$ cat src/rtl/dma_host_pkg.sv
package dma_host_pkg;
    localparam int NCH  = 4;
    localparam int CH_W = $clog2(NCH);
    localparam int OFS_W = 4;

    typedef enum logic {
        PTR_LO = 1'b0,
        PTR_HI = 1'b1
    } byte_ptr_e;

    typedef enum logic [1:0] {
        XM_DEMAND  = 2'b00,
        XM_SINGLE  = 2'b01,
        XM_BLOCK   = 2'b10,
        XM_CASCADE = 2'b11
    } xfer_mode_e;

    localparam logic [OFS_W-1:0] OFS_CMD_STAT = 4'h8;
    localparam logic [OFS_W-1:0] OFS_REQ      = 4'h9;
    localparam logic [OFS_W-1:0] OFS_MASK1    = 4'hA;
    localparam logic [OFS_W-1:0] OFS_MODE     = 4'hB;
    localparam logic [OFS_W-1:0] OFS_PTR_CLR  = 4'hC;
    localparam logic [OFS_W-1:0] OFS_MCLR     = 4'hD;
    localparam logic [OFS_W-1:0] OFS_MASK_CLR = 4'hE;
    localparam logic [OFS_W-1:0] OFS_MASK_ALL = 4'hF;
endpackage

$ cat src/rtl/dma_byte_ptr.sv
module dma_byte_ptr
    import dma_host_pkg::*;
(
    input  logic clk,
    input  logic rst_n,
    input  logic step,
    input  logic clear,
    output logic ptr_hi
);
    byte_ptr_e state_q, state_d;

    always_ff @(posedge clk or negedge rst_n) begin
        if (!rst_n) state_q <= PTR_LO;
        else        state_q <= state_d;
    end

    always_comb begin
        state_d = state_q;
        unique case (state_q)
            PTR_LO: if (clear) state_d = PTR_LO;
                    else if (step) state_d = PTR_HI;
            PTR_HI: if (clear || step) state_d = PTR_LO;
            default: state_d = PTR_LO;
        endcase
    end

    always_comb begin
        ptr_hi = (state_q == PTR_HI);
    end
endmodule

$ cat src/rtl/dma_chan_regs.sv
module dma_chan_regs #(
    parameter int DW = 8
) (
    input  logic            clk,
    input  logic            rst_n,
    input  logic            wr_addr,
    input  logic            wr_cnt,
    input  logic            hi,
    input  logic [DW-1:0]   wdata,
    output logic [2*DW-1:0] base_addr,
    output logic [2*DW-1:0] base_cnt
);
    always_ff @(posedge clk or negedge rst_n) begin
        if (!rst_n) begin
            base_addr <= '0;
            base_cnt  <= '0;
        end else begin
            if (wr_addr) begin
                if (hi) base_addr[2*DW-1:DW] <= wdata;
                else    base_addr[DW-1:0]    <= wdata;
            end
            if (wr_cnt) begin
                if (hi) base_cnt[2*DW-1:DW] <= wdata;
                else    base_cnt[DW-1:0]    <= wdata;
            end
        end
    end
endmodule

$ cat src/rtl/dma_ctrl_regs.sv
module dma_ctrl_regs
    import dma_host_pkg::*;
#(
    parameter int DW = 8
) (
    input  logic             clk,
    input  logic             rst_n,
    input  logic             wr,
    input  logic [OFS_W-1:0] offset,
    input  logic [DW-1:0]    wdata,
    input  logic             stat_rd,
    input  logic [NCH-1:0]   tc_i,
    output logic [NCH-1:0]   mask,
    output logic [DW-1:0]    cmd,
    output logic [NCH-1:0]   swreq,
    output logic [NCH-1:0]   tc_flags,
    output logic [2*NCH-1:0] dir,
    output logic [NCH-1:0]   autoinit,
    output logic [2*NCH-1:0] xmode
);
    logic [CH_W-1:0]           sel;
    logic                      mclr;
    logic [NCH-1:0]            swreq_d;
    logic [NCH-1:0]            tc_d;
    logic [NCH-1:0][1:0]       dir_q;
    logic [NCH-1:0][1:0]       xm_q;
    logic                      unused_mode_bit;

    assign sel             = wdata[CH_W-1:0];
    assign mclr            = wr && (offset == OFS_MCLR);
    assign unused_mode_bit = wdata[5];

    always_comb begin
        swreq_d = swreq;
        if (wr && offset == OFS_REQ) swreq_d[sel] = wdata[2];
        swreq_d = swreq_d & ~tc_i;
        tc_d    = (tc_flags & ~{NCH{stat_rd}}) | tc_i;
    end

    always_ff @(posedge clk or negedge rst_n) begin
        if (!rst_n) begin
            mask     <= '1;
            cmd      <= '0;
            swreq    <= '0;
            tc_flags <= '0;
            dir_q    <= '0;
            xm_q     <= '0;
            autoinit <= '0;
        end else if (mclr) begin
            mask     <= '1;
            cmd      <= '0;
            swreq    <= '0;
            tc_flags <= '0;
        end else begin
            swreq    <= swreq_d;
            tc_flags <= tc_d;
            if (wr) begin
                case (offset)
                    OFS_CMD_STAT: cmd <= wdata;
                    OFS_MASK1:    mask[sel] <= wdata[2];
                    OFS_MODE: begin
                        dir_q[sel]    <= wdata[3:2];
                        autoinit[sel] <= wdata[4];
                        xm_q[sel]     <= wdata[7:6];
                    end
                    OFS_MASK_CLR: mask <= '0;
                    OFS_MASK_ALL: mask <= wdata[NCH-1:0];
                    default: ;
                endcase
            end
        end
    end

    assign dir   = dir_q;
    assign xmode = xm_q;
endmodule

$ cat src/rtl/dma_host_regs.sv
module dma_host_regs
    import dma_host_pkg::*;
#(
    parameter int DW = 8,
    localparam int REG_W = 2 * DW
) (
    input  logic               clk,
    input  logic               rst_n,
    input  logic               cs,
    input  logic               wr_en,
    input  logic               rd_en,
    input  logic [OFS_W-1:0]   offset,
    input  logic [DW-1:0]      wdata,
    output logic [DW-1:0]      rdata,
    input  logic [NCH-1:0]     drq_i,
    input  logic [NCH-1:0]     tc_i,
    input  logic [NCH*REG_W-1:0] cur_addr_i,
    input  logic [NCH*REG_W-1:0] cur_cnt_i,
    output logic [NCH*REG_W-1:0] base_addr_o,
    output logic [NCH*REG_W-1:0] base_cnt_o,
    output logic [NCH-1:0]     mask_o,
    output logic [DW-1:0]      cmd_o,
    output logic [2*NCH-1:0]   dir_o,
    output logic [NCH-1:0]     autoinit_o,
    output logic [2*NCH-1:0]   xmode_o,
    output logic [NCH-1:0]     swreq_o,
    output logic [NCH-1:0]     req_o
);
    logic wr, rd, data_acc, ptr_clr, stat_rd, ptr_hi;
    logic [NCH-1:0] tc_flags;
    logic [CH_W-1:0] rd_ch;
    logic [REG_W-1:0] rd_word;

    assign wr       = cs && wr_en;
    assign rd       = cs && rd_en && !wr_en;
    assign data_acc = (wr || rd) && !offset[OFS_W-1];
    assign ptr_clr  = wr && (offset == OFS_PTR_CLR || offset == OFS_MCLR);
    assign stat_rd  = rd && (offset == OFS_CMD_STAT);

    dma_byte_ptr u_ptr (
        .clk    (clk),
        .rst_n  (rst_n),
        .step   (data_acc),
        .clear  (ptr_clr),
        .ptr_hi (ptr_hi)
    );

    for (genvar n = 0; n < NCH; n++) begin : g_chan
        logic hit;
        assign hit = wr && !offset[OFS_W-1] && (offset[OFS_W-2:1] == n[CH_W-1:0]);
        dma_chan_regs #(.DW(DW)) u_chan (
            .clk       (clk),
            .rst_n     (rst_n),
            .wr_addr   (hit && !offset[0]),
            .wr_cnt    (hit && offset[0]),
            .hi        (ptr_hi),
            .wdata     (wdata),
            .base_addr (base_addr_o[n*REG_W +: REG_W]),
            .base_cnt  (base_cnt_o[n*REG_W +: REG_W])
        );
    end

    dma_ctrl_regs #(.DW(DW)) u_ctrl (
        .clk      (clk),
        .rst_n    (rst_n),
        .wr       (wr),
        .offset   (offset),
        .wdata    (wdata),
        .stat_rd  (stat_rd),
        .tc_i     (tc_i),
        .mask     (mask_o),
        .cmd      (cmd_o),
        .swreq    (swreq_o),
        .tc_flags (tc_flags),
        .dir      (dir_o),
        .autoinit (autoinit_o),
        .xmode    (xmode_o)
    );

    assign req_o = (drq_i & ~mask_o) | swreq_o;

    assign rd_ch = offset[OFS_W-2:1];

    always_comb begin
        rd_word = offset[0] ? cur_cnt_i[rd_ch*REG_W +: REG_W]
                            : cur_addr_i[rd_ch*REG_W +: REG_W];
        rdata = '0;
        if (rd && !offset[OFS_W-1]) begin
            rdata = ptr_hi ? rd_word[REG_W-1:DW] : rd_word[DW-1:0];
        end else if (stat_rd) begin
            rdata = DW'({drq_i | swreq_o, tc_flags});
        end
    end
endmodule

$ cat config.mk
export PLATFORM = sky130hd
export DESIGN_NAME = dma_host_regs
export DESIGN_NICKNAME = d
export VERILOG_FILES = /design/src/rtl/dma_host_pkg.sv /design/src/rtl/dma_byte_ptr.sv /design/src/rtl/dma_chan_regs.sv /design/src/rtl/dma_ctrl_regs.sv /design/src/rtl/dma_host_regs.sv
export SDC_FILE = /design/constraint.sdc
export NUM_CORES = 1
export LEC_CHECK = 0
export ABC_AREA = 0
export BUFFER_PORTS_ARGS = -buffer_cell sky130_fd_sc_hd__clkbuf_2
export CORE_AREA = 2 2 182 184
export CTS_BUF_LIST = sky130_fd_sc_hd__clkbuf_4 sky130_fd_sc_hd__clkbuf_8
export CTS_CLUSTER_SIZE = 25
export DETAILED_ROUTE_END_ITERATION = 16
export DIE_AREA = 0 0 184 186
export GPL_TIMING_DRIVEN = 0
export SLEW_MARGIN = 40
export SYNTH_ARGS = -nofsm -noshare
export SYNTH_HDL_FRONTEND = slang
export SYNTH_SLANG_ARGS = --single-unit
$ cat constraint.sdc
create_clock -name clk -period 2.08 [get_ports clk]
set_input_delay 0.208 -clock clk [delete_from_list [all_inputs] [get_ports clk]]
set_output_delay 0.208 -clock clk [all_outputs]
set_load 0.01 [all_outputs]
==> run_results.csv <==
group,metric,value,unit
worst_setup_path,setup.worst_path.class,"in -> out",
global_routing,grt_pass1_vias,6654,
pwr,swShare,0.319,
outcome,outcome,"finished, final reports clean",
synth,netlist.area_leader.share,0.519,
timing,tns,0,ns
synth,synth_flop_cell,"dfrtp_1",
synth,yosysMostFrequentCell,"dfrtp_1",
job,drv_cap,0,
synth,avgSynthCellArea,13.2,µm²
floorplanning,die_x,184,µm
synth,synth-async-reset-ratio,1.00,
synth,netlist_instances,601,
placement,hpwl,23.3,mm
synth,synth.distinct_cells,52,
global_routing,grt_max_degree,62,
synth,yosys.area_share.adder,0,
pwr,p_seq_frac,0.486,
drt,drt_wl_total,30.1,mm
timing,worstMarginPinSlew,0.869,ns
clock_network,clk_path_buf_depth,2,
synth,synth_compound_area_frac,0.0600,
drt,vias,6469,
pwr,clockPowerShare,0.255,
pwr,leakage,0.00544,µW
pwr,vdd_ir_drop_max,0.000470,V
timing,fin_skew,0.0159,ns
timing,setup_viol,0,
clock_network,cts_root_buf,"clkbuf_8",
synth,synth.area.mux_share,0.301,
floorplanning,start_util,0.247,
worst_setup_path,cp-end-kind,"output pin",
drt,routedWlPerCell,21.8,µm
synth,ys_seq_area_frac,0.532,
synth,ys_ff_latch,169,
synth,synth_area,7960,µm²
synth,post-synth-top-area-cell,"dfrtp_1",
drt,post_drt_via_cell_ratio,4.69,
worst_setup_path,cp_max_fo,10,
final_layout,nFillCells,3308,
worst_hold_path,worstHoldPathType,"in -> reg",
final_layout,fin_area,10800,µm²
pwr,intPower,5820,µW
placement,io_buffers,323,
clock_network,cts_buffers,17,
clock_network,cts_sinks,169,
timing,hold_ws,0.0773,ns
drt,drc,0,
placement,place_area,10200,µm²
placement,gp_congestion,0.811,
floorplanning,rows,66,
pwr,power.density,795,nW/µm²
floorplanning,dieArea,34200,µm²
timing,hold_viol,0,
final_layout,nNetsFinal,1107,
floorplanning,io_pins,329,
worst_setup_path,cp.required,1.87,ns
timing,max_freq,485,MHz
global_routing,antenna_found_initial,3,
synth,synth_edf_count,0,
floorplanning,fp.coreArea,32200,µm²
synth,synth_top_family_by_area,"multiplexers",
drt,dr.pass1.iters,4,
clock_network,tritoncts,"done",
final_layout,final-seq-area,4240,µm²
timing,max_slew_margin,0.421,
synth,synth-simple-area-share,0.0780,
synth,ys_top_cells_by_count,"dfrtp_1 (165), mux2_2 (154), mux2i_1 (27)",
timing,finalCritPeriodShare,0.991,
pwr,pwr-share-comb,0.259,
drt,antenna_left,0,
synth,synth.area.top_cells,"dfrtp_1 (52%), mux2_2 (22%), mux4_2 (4.5%)",
synth,yosysWarnings,0,
global_routing,grtUsageTotal,0.173,
floorplanning,die_height,186,µm
synth,synth_nets,754,
final_layout,area_growth,35.1,%
worst_setup_path,crit_arrival,1.85,ns
final_layout,drive_gt1_frac,0.606,
global_routing,grt-ovfl-total,0,
pwr,switchingPower,2720,µW
clock_network,htree_levels,4,
global_routing,grt_first_pass_wirelength,42.8,mm
drt,drtIter0Drc,260,
timing,rsz0062_at_grt,"true",
clock_network,clk_latency,0.46,ns
timing,final.min_clock_period,2.06,ns
timing,slew_viol_final,0,
clock_network,clk_pin_slew,0.09,ns
synth,synth_xor_area_frac,0,
worst_setup_path,crit_path_start_kind,"input pin",
final_layout,multi_input_area,3600,µm²
## critical path, stage by stage
cell      delay (ns)
buf_2           0.24
clkbuf_4        0.32
buf_4           0.26
o221ai_1        0.14
a221oi_1        0.33
a221o_1         0.20
clkbuf_2        0.15
## state kept, by name (all words and copies together), names as in the netlist
register / count
u_ctrl.cmd: 8
g_chan.u_chan.base_addr: 64
u_ctrl.dir: 8
u_ctrl.swreq: 4
u_ctrl.mask: 4
u_ctrl.tc_flags: 4
u_ptr.ptr_hi: 1
u_ctrl.xmode: 8
u_ctrl.autoinit: 4
g_chan.u_chan.base_cnt: 64
## stage by stage
step                power, µW  setup WS (ns)  std cells  utilization
floorplan                5250          0.308        601            -
global placement         6360          -2.37       1332        0.313
detailed placement       6420         -0.413       1334        0.316
CTS                      8700       -0.00291       1376        0.333
global route             9040        -0.0619       1378        0.334
finish                   8540         0.0182       1378        0.334
## cell type report
class                           count  share of cell area
Sequential cell                   169               0.394
Multi-Input combinational cell    380               0.335
Buffer                             43              0.0208
Inverter                            8             0.00279
Tap cell                          408              0.0475
Antenna cell                        3            0.000698
Clock buffer                       21              0.0251
Clock inverter                     11             0.00826
Timing Repair Buffer              335               0.166
## kinds of logic after synthesis
| kind of cell | count (synthesis) |
|---|---|
| and+or+nand+nor | 115 |
| muxes | 200 |
| buffers and inverters | 52 |
| DFF | 169 |
| AOI/OAI and AO/OA | 65 |
## cells in the final DEF, fill, tap and decap left out, drive strengths merged, types with 9 or more instances in the layout
master,n
buf,24
clkbuf,367
dfrtp,165
inv,13
mux2,157
mux2i,27
mux4,16
nand2,21
nand3,9
nand4,10
nor2,34
nor3,10
o21ai,10
## layer usage
| layer | GRT usage | part of all wire |
|---|---|---|
| met5 | 0 | 0 |
| met4 | 0.0614 | 0.021 |
| met3 | 0.0473 | 0.071 |
| met2 | 0.308 | 0.51 |
| met1 | 0.199 | 0.40 |
## repair_timing
action	4_1_cts	5_1_grt
resized for setup	22	13
setup buffers	2	0
endpoints found under the hold margin	59	0
hold buffers	8	0
endpoints found under the setup margin	80	43
pin swaps	3	1
## worst paths after layout
path / from / endpoint / slack, ns / cells past startpoint
min in group asynchronous: rst_n / u_ctrl.xmode[5] / 0.27 / 2
max in group asynchronous: rst_n / g_chan[2].u_chan.base_addr[7] / 0.81 / 4
max: offset[2] / rdata[2] / 0.02 / 7
min reg2reg: g_chan[3].u_chan.base_addr[15] / g_chan[3].u_chan.base_addr[15] / 0.50 / 1
max reg2reg: u_ptr.ptr_hi / g_chan[2].u_chan.base_cnt[15] / 0.05 / 5
min: cs / u_ptr.ptr_hi / 0.08 / 2
## power groups by stage
stage          clock network [µW]  registers [µW]  logic, µW
2_1_floorplan                   0            4450        802
3_3_place_gp                    0            4190       2170
3_5_place_dp                    0            4210       2210
4_1_cts                      2290            4160       2250
5_1_grt                      2420            4230       2390
6_report                     2180            4150       2210
(Power assumes the default switching activity.)
